## config.mk

```make
export PLATFORM = sky130hd
export DESIGN_NAME = uart_dbuf_tx
export DESIGN_NICKNAME = d
export VERILOG_FILES = /design/src/rtl/uart_dbuf_pkg.sv /design/src/rtl/tx_hold_reg.sv /design/src/rtl/tx_frame_fsm.sv /design/src/rtl/uart_dbuf_tx.sv
export SDC_FILE = /design/constraint.sdc
export NUM_CORES = 1
export LEC_CHECK = 0
export BUFFER_PORTS_ARGS = -buffer_cell sky130_fd_sc_hd__buf_2
export CORE_ASPECT_RATIO = 1.4
export CORE_MARGIN = 10
export CORE_UTILIZATION = 40
export CTS_CLUSTER_DIAMETER = 80
export DETAILED_ROUTE_END_ITERATION = 7
export GPL_ROUTABILITY_DRIVEN = 0
export PLACE_DENSITY = 0.57
export SYNTH_ARGS = -nofsm -noshare
export SYNTH_HDL_FRONTEND = slang
export SYNTH_SLANG_ARGS = --single-unit
```

## constraint.sdc

```tcl
create_clock -name clk -period 3.55 [get_ports clk]
set_clock_uncertainty 0.2 [all_clocks]
set_input_delay 0.5325 -clock clk [delete_from_list [all_inputs] [get_ports clk]]
set_output_delay 0.5325 -clock clk [all_outputs]
set_load 0.01 [all_outputs]
```

## src/rtl/uart_dbuf_pkg.sv

```systemverilog
// Package: shared types for the double-buffered transmitter.
// Assumes: nothing beyond IEEE 1800-2017.
package uart_dbuf_pkg;

    // Frame sequencer phases, one per kind of bit on the line
    typedef enum logic [1:0] {
        TX_IDLE  = 2'd0,
        TX_START = 2'd1,
        TX_DATA  = 2'd2,
        TX_STOP  = 2'd3
    } tx_phase_e;

endpackage

```

## src/rtl/tx_hold_reg.sv

```systemverilog
// Module: tx_hold_reg
// Holds one host byte and the empty flag.
// Assumes: take_byte is raised only while the flag is 0; a write on the
// same edge as take_byte wins the flag, and the old byte goes out.
module tx_hold_reg #(
    parameter int DATA_W = 8
) (
    input  logic              clk,
    input  logic              rst_n,
    input  logic              wr_strobe,
    input  logic [DATA_W-1:0] wr_data,
    input  logic              take_byte,
    output logic [DATA_W-1:0] held_byte,
    output logic              is_empty
);

    // Byte store: load on every host write
    always_ff @(posedge clk) begin
        if (!rst_n)
            held_byte <= '0;
        else if (wr_strobe)
            held_byte <= wr_data;
    end

    // Empty flag: write clears it, transfer sets it, write has priority
    always_ff @(posedge clk) begin
        if (!rst_n)
            is_empty <= 1'b1;
        else if (wr_strobe)
            is_empty <= 1'b0;
        else if (take_byte)
            is_empty <= 1'b1;
    end

    p_write_clears_r5: assert property (@(posedge clk) disable iff (!rst_n)
        wr_strobe |=> !is_empty);

    p_transfer_sets_r6: assert property (@(posedge clk) disable iff (!rst_n)
        (take_byte && !wr_strobe) |=> is_empty);

    p_overlap_keeps_r8: assert property (@(posedge clk) disable iff (!rst_n)
        (take_byte && wr_strobe) |=> (!is_empty && held_byte == $past(wr_data)));

endmodule

```

## src/rtl/tx_frame_fsm.sv

```systemverilog
// Module: tx_frame_fsm
// Sends one frame per transfer: start bit, data bits LSB first, stop bit.
// Assumes: bit_tick is a one-cycle pulse per bit time; byte_ready is the
// inverted empty flag of the holding register.
module tx_frame_fsm
    import uart_dbuf_pkg::*;
#(
    parameter int DATA_W = 8
) (
    input  logic              clk,
    input  logic              rst_n,
    input  logic              bit_tick,
    input  logic              byte_ready,
    input  logic [DATA_W-1:0] next_byte,
    output logic              take_byte,
    output logic              txd
);

    localparam int CNT_W = (DATA_W > 1) ? $clog2(DATA_W) : 1;
    localparam logic [CNT_W-1:0] LAST_BIT = CNT_W'(DATA_W - 1);

    tx_phase_e         phase;
    logic [DATA_W-1:0] shreg;
    logic [CNT_W-1:0]  bit_cnt;
    logic              frame_gap;

    // A new frame may begin while idle or at the end of a stop bit
    assign frame_gap = (phase == TX_IDLE) || (phase == TX_STOP);
    assign take_byte = bit_tick && frame_gap && byte_ready;

    // Sequencer: advance phase, shift and line value on each bit enable
    always_ff @(posedge clk) begin
        if (!rst_n) begin
            phase   <= TX_IDLE;
            shreg   <= '0;
            bit_cnt <= '0;
            txd     <= 1'b1;
        end else if (bit_tick) begin
            unique case (phase)
                TX_IDLE, TX_STOP: begin
                    if (byte_ready) begin
                        shreg <= next_byte;
                        txd   <= 1'b0;
                        phase <= TX_START;
                    end else begin
                        txd   <= 1'b1;
                        phase <= TX_IDLE;
                    end
                end
                TX_START: begin
                    txd     <= shreg[0];
                    shreg   <= shreg >> 1;
                    bit_cnt <= '0;
                    phase   <= TX_DATA;
                end
                TX_DATA: begin
                    if (bit_cnt == LAST_BIT) begin
                        txd   <= 1'b1;
                        phase <= TX_STOP;
                    end else begin
                        txd     <= shreg[0];
                        shreg   <= shreg >> 1;
                        bit_cnt <= bit_cnt + 1'b1;
                    end
                end
                default: phase <= TX_IDLE;
            endcase
        end
    end

    p_idle_high_r1: assert property (@(posedge clk) disable iff (!rst_n)
        (phase == TX_IDLE) |-> txd);

    p_start_low_r2: assert property (@(posedge clk) disable iff (!rst_n)
        take_byte |=> (!txd && phase == TX_START));

    p_stop_high_r4: assert property (@(posedge clk) disable iff (!rst_n)
        (phase == TX_STOP) |-> txd);

    p_line_on_tick_r7: assert property (@(posedge clk) disable iff (!rst_n)
        !bit_tick |=> $stable(txd));

endmodule

```

## src/rtl/uart_dbuf_tx.sv

```systemverilog
// Module: uart_dbuf_tx (top)
// Double-buffered serial transmitter: host byte store plus frame sequencer.
// Assumes: bit_tick comes from an external baud generator; reset is
// synchronous and active low.
module uart_dbuf_tx #(
    parameter int DATA_W = 8
) (
    input  logic              clk,
    input  logic              rst_n,
    input  logic              wr_strobe,
    input  logic [DATA_W-1:0] wr_data,
    input  logic              bit_tick,
    output logic              txd,
    output logic              hold_empty
);

    logic [DATA_W-1:0] held_byte;
    logic              take_byte;

    // Host-side byte store and empty flag
    tx_hold_reg #(.DATA_W(DATA_W)) u_hold (
        .clk       (clk),
        .rst_n     (rst_n),
        .wr_strobe (wr_strobe),
        .wr_data   (wr_data),
        .take_byte (take_byte),
        .held_byte (held_byte),
        .is_empty  (hold_empty)
    );

    // Line-side frame sequencer
    tx_frame_fsm #(.DATA_W(DATA_W)) u_frame (
        .clk        (clk),
        .rst_n      (rst_n),
        .bit_tick   (bit_tick),
        .byte_ready (!hold_empty),
        .next_byte  (held_byte),
        .take_byte  (take_byte),
        .txd        (txd)
    );

    p_take_needs_byte_r6: assert property (@(posedge clk) disable iff (!rst_n)
        take_byte |-> !hold_empty);

endmodule

```

# Word-level counts from Yosys, hierarchy flattened
# Cells that the tools add are included.
[word_totals] mem_count=0 elab_cells=38 inputBits=12 output_inout_bits=2 rom_bits=0 mem_bits_rw=0 latchBits=0 ff_bits=23
[op_classes] div_mod_pow=0 n_mux=13 reduce_logical=11 n_lt_le_gt_ge=0 bitwise_logic=0 shift=0 addsub=1 n_mul=0 eq_ne=7
[op_table] cell="$pmux W8 S3" count=1
[op_table] cell="$mux W8" count=2
[op_table] cell="$pmux W2 S3" count=1
[op_table] cell="$pmux W3 S2" count=1
[op_table] cell="$reduce_and A3 Y1" count=2
[op_table] cell="$mux W1" count=5
[op_table] cell="$eq A2 B2 Y1 const B" count=2
[op_table] cell="$ne A2 B2 Y1 const B" count=2
[op_table] cell="$reduce_bool A2 Y1" count=2
[op_table] cell="$add A3 B1 Y3 const B" count=1
[op_table] cell="$eq A3 B3 Y1 const B" count=1
[op_table] cell="$mux W3" count=1
[op_table] cell="$pmux W1 S3" count=1
[op_table] cell="$eq A2 B1 Y1 const B" count=1
[op_table] cell="$logic_and A1 B1 Y1" count=2
[op_table] cell="$logic_not A2 Y1" count=1
[op_table] cell="$mux W2" count=1
[op_table] cell="$ne A2 B1 Y1 const B" count=1
[op_table] cell="$reduce_and A2 Y1" count=1
[op_table] cell="$reduce_or A2 Y1" count=1
[op_table] cell="$logic_not A1 Y1" count=1
[op_table] cell="$logic_or A1 B1 Y1" count=1

# Logic depth before layout (Yosys ltp)
[depth] word_depth=6 mapped_depth=7 ltp_nobuf=5

# By module
# Synthesis repeated with hierarchy kept, for this count alone.
[unflattened] hier_cells=107 area_unflattened_um2=1118.6
[by_module_without_submodules] module="tx_frame_fsm" instances=1 area_each_um2=784.5 seq_area_each_um2=280.3 cells_each=78
[by_module_without_submodules] module="tx_hold_reg" instances=1 area_each_um2=330.3 seq_area_each_um2=180.2 cells_each=28
[by_module_without_submodules] module="uart_dbuf_tx" instances=1 area_each_um2=3.8 seq_area_each_um2=0.0 cells_each=1

# Worst setup path before layout
# OpenSTA, ideal clock, no wires.
[synth_path] path_kind="reg2reg" start="reg u_frame.bit_cnt[0]" end="reg u_frame.shreg[7]" slack_ps=1914 n_path_buf=1 arrival_ps=1365 synth_period_minus_slack_ps=1636 setup_ps=72 required_ps=3278 stages_incl_launch_ff=7 cell_sequence="dfxtp_1 > ha_1 > ha_1 > a21boi_4 > and2_4 > buf_6 > mux2i_1"
[synth_between] elab_chain_len=3
[synth_rtl] item="from (decl)" line_no="tx_frame_fsm.sv:24" source="logic [CNT_W-1:0] bit_cnt;"
[synth_rtl] item="from (signal assigned)" line_no="tx_frame_fsm.sv:63" source="bit_cnt <= bit_cnt + 1'b1;"
[synth_rtl] item="$eq A3 B3 Y1" line_no="tx_frame_fsm.sv:57" source="if (bit_cnt == LAST_BIT) begin"
[synth_rtl] item="$ne A2 B2 Y1 (no line)"
[synth_rtl] item="$reduce_and A3 Y1 (no line)"
[synth_rtl] item="to (signal assigned)" line_no="tx_frame_fsm.sv:42" source="shreg <= next_byte;"
[synth_rtl] item="to (signal assigned)" line_no="tx_frame_fsm.sv:52" source="shreg <= shreg >> 1;"
[synth_rtl] item="to (signal assigned)" line_no="tx_frame_fsm.sv:62" source="shreg <= shreg >> 1;"
[synth_rtl] item="to (decl)" line_no="tx_frame_fsm.sv:23" source="logic [DATA_W-1:0] shreg;"
# Every way passes these cells.
# A chain may end at the register's enable or synchronous reset.

# Worst setup path in the final report
[layout_path] start="reg u_frame.phase[0]" end="reg u_frame.shreg[3]"
[layout_between] elab_chain_len=4 elab_cells_between_ends=9 classes_between="eq/ne: 5; mux: 1; reduce/logical: 3"
[layout_rtl] item="from (decl)" line_no="tx_frame_fsm.sv:22" source="tx_phase_e phase;"
[layout_rtl] item="from (signal assigned)" line_no="tx_frame_fsm.sv:34" source="phase <= TX_IDLE;"
[layout_rtl] item="from (signal assigned)" line_no="tx_frame_fsm.sv:44" source="phase <= TX_START;"
[layout_rtl] item="from (signal assigned)" line_no="tx_frame_fsm.sv:47" source="phase <= TX_IDLE;"
[layout_rtl] item="$eq A2 B2 Y1 or $logic_not A2 Y1 (tied branches)" line_no="tx_frame_fsm.sv:39" source="unique case (phase)"
[layout_rtl] item="$reduce_or A2 Y1" line_no="tx_frame_fsm.sv:39"
[layout_rtl] item="$ne A2 B2 Y1 (no line)"
[layout_rtl] item="$reduce_and A3 Y1 (no line)"
# Parallel ways exist; a longest one is shown, timed or not.

==> results.json <==
{
  "clk_path_buf_depth": 2,
  "cp-endpoint": "u_frame.shreg[3]$_SDFFE_PN0P_",
  "core_area_um2": 2440,
  "crit_type": "flop to flop",
  "reg2reg_depth": 5,
  "firstDrtPassIters": 4,
  "track_usage": 0.0842,
  "yosysTopAreaCell": "dfxtp_1",
  "synth_seq_area_share": 0.440,
  "synth.top_cells.by_count": "23 x dfxtp_1, 20 x mux2i_1, 11 x a21oi_1, 10 x nor2_1, 7 x a211oi_1",
  "antenna_left": 0,
  "crit_fanout": 14,
  "num_antenna_cells": 0,
  "crit_required_ns": 3.58,
  "synthCells": 105,
  "finalCriticalPeriod_ns": 2.07,
  "cts_tree": "built",
  "antenna_found_initial": 0,
  "overflow": 0,
  "slew_headroom": 0.592,
  "globalRouteMet3Util": 0.0222,
  "max_freq_mhz": 484,
  "drt_iter0_drc": 36,
  "p_leak_nw": 0.494,
  "r2r_slack_ns": 1.48,
  "worstSetupStartpointType": "flop",
  "hold_depth": 3,
  "wire_per_inst_um": 13.2,
  "timing.final.crit_share": 0.582,
  "synthArstFlopShare": 0,
  "cts_sinks": 23,
  "synth_edf_count": 0,
  "synthesis.area_um2": 1050,
  "endpoint_kind": "flop",
  "nFillCells": 254,
  "grtUsageMet2": 0.145,
  "synthFlopType": "dfxtp_1",
  "pwr_density_cell_nw_per_um2": 461,
  "layout.nets": 131,
  "io_pins": 14,
  "final_max_slew_viol_count": 0,
  "post_synth_num_cell_types": 23,
  "avgSynthCellArea_um2": 9.96,
  "cp_data_arrival_time_ns": 2.10,
  "clk-insertion-delay-late_ns": 0.31,
  "rows": 21,
  "place.detailed.hpwl_um": 1430,
  "drive_gt1_frac": 0.167,
  "synth_top_area_frac": 0.440,
  "ir_drop_v": 0.000314,
  "met1_usage": 0.0927,
  "ys_seq_elements": 23,
  "die_h_um": 80.5,
  "tns_ns": 0,
  "viasPerCell": 5.20,
  "power_w": 0.000520,
  "dieArea_um2": 5090,
  "r2r_end": "u_frame.shreg[3]$_SDFFE_PN0P_",
  "cts_hold_buf": 0,
  "yosysMostFrequentCell": "dfxtp_1",
  "grt_pass1_vias": 824,
  "root_buffer": "clkbuf_4",
  "synth_fp_nets": 121,
  "drc": 0,
  "cts-buffers-inserted": 3,
  "h-tree-depth": 1,
  "wl_um": 1950,
  "max-cap-violations": 0,
  "fin_cells": 148,
  "synthTopCellsByArea": "dfxtp_1 44%, mux2i_1 19%, a21oi_1 5.3%",
  "gr-max-usage-layer": "met2",
  "grt_max_degree": 18,
  "post_cts_buffers": 0,
  "hold_class": "input port to flop",
  "area_delta_synth_final_pct": 7.78,
  "cts-resized-gates": 0,
  "hold_violations": 0,
  "worstMarginPinSlew_ns": 0.612,
  "routed-via-count": 769,
  "worstSetupStartpoint": "u_frame.phase[0]$_SDFFE_PN0P_",
  "dp.cells": 144,
  "post-route-util": 0.461,
  "grt_pass1_wl_um": 3520,
  "rsz0062_at_grt": "no",
  "path_clk_slew_ns": 0.13,
  "die_w_um": 63.2,
  "r2r_start": "u_frame.phase[0]$_SDFFE_PN0P_",
  "setup_violations": 0,
  "status": "complete, no violations",
  "initial_utilization": 0.428,
  "ys_warn_count": 0,
  "io_buffers": 13
}
how the worst min path moves through the flow:
stage / from / end / slack [ns]
2_1_floorplan: u_frame.shreg[7]$_SDFFE_PN0P_ / u_frame.shreg[7]$_SDFFE_PN0P_ / 0.23
3_3_place_gp: u_frame.bit_cnt[2]$_SDFFE_PN0P_ / u_frame.bit_cnt[2]$_SDFFE_PN0P_ / 0.25
3_5_place_dp: u_frame.shreg[7]$_SDFFE_PN0P_ / u_frame.shreg[7]$_SDFFE_PN0P_ / 0.25
4_1_cts: wr_data[3] / u_hold.held_byte[3]$_SDFFE_PN0P_ / 0.24
5_1_grt: wr_data[6] / u_hold.held_byte[6]$_SDFFE_PN0P_ / 0.24
6_report: wr_data[2] / u_hold.held_byte[2]$_SDFFE_PN0P_ / 0.24
cell type report:
class | instances | area (µm²) | area share
timing repair buffer | 13 | 65.1 | 0.0577
clock buffer | 4 | 26.3 | 0.0233
sequential | 23 | 460 | 0.408
tap | 34 | 42.5 | 0.0377
multi-input combinational | 70 | 518 | 0.459
inverter | 4 | 15.0 | 0.0133
worst max-delay path, cell delays in order, from the launching register on:
cell	delay, ns
dfxtp_1	0.38
inv_1	0.06
ha_1	0.67
nand2_2	0.23
and2_4	0.23
a211oi_1	0.21
registers in the layout, indices dropped and copies added (netlist names):
signal / count
u_frame.txd: 1
u_frame.shreg: 8
u_hold.held_byte: 8
u_frame.phase: 2
u_hold.is_empty: 1
u_frame.bit_cnt: 3
per-stage QoR:
step                      hold WS, ns  instance area (µm²)  setup slack (ns)
after floorplan                 0.234                 1050              1.91
after global placement          0.248                 1100              1.59
after detailed placement        0.250                 1100              1.51
after CTS                       0.244                 1130              1.49
after global routing            0.243                 1130              1.29
final                           0.242                 1130              1.48
metal layers:
metal / wire length [µm] / vias to the layer above
met5: 0 / -
met4: 44 / 0
met3: 49 / 5
met2: 942 / 10
met1: 913 / 364
li1: - / 390
power by group:
| group | switching [W] | internal (W) |
|---|---|---|
| Combinational | 0.0000592 | 0.0000478 |
| Clock | 0.0000786 | 0.0000439 |
| Sequential | 0.0000120 | 0.000278 |
| Total | 0.000150 | 0.000370 |
cell usage in the layout (no fill, tap or decap), types with 2 or more instances in the layout:
cell	netlist	layout
mux2i_1	20	20
inv_1	3	3
clkbuf_4	0	3
nor2_1	10	10
nand2_1	4	4
o21ai_0	2	2
nand3_1	3	3
buf_2	3	13
dfxtp_1	23	23
ha_1	4	4
a311oi_1	2	2
a211oi_1	7	7
a21oi_1	11	11
cell families (layout without fill, tap and decap cells):
family / count (synthesis) / after routing / share of synthesized area
adder cells (fa/ha/maj): 4 / 4 / 0.0478
AND/OR/NAND/NOR: 22 / 22 / 0.0993
buffers and inverters: 12 / 21 / 0.0646
flip-flops: 23 / 23 / 0.440
AO/OA/AOI/OAI: 24 / 24 / 0.157
multiplexers: 20 / 20 / 0.191
(Power assumes the default switching activity.)
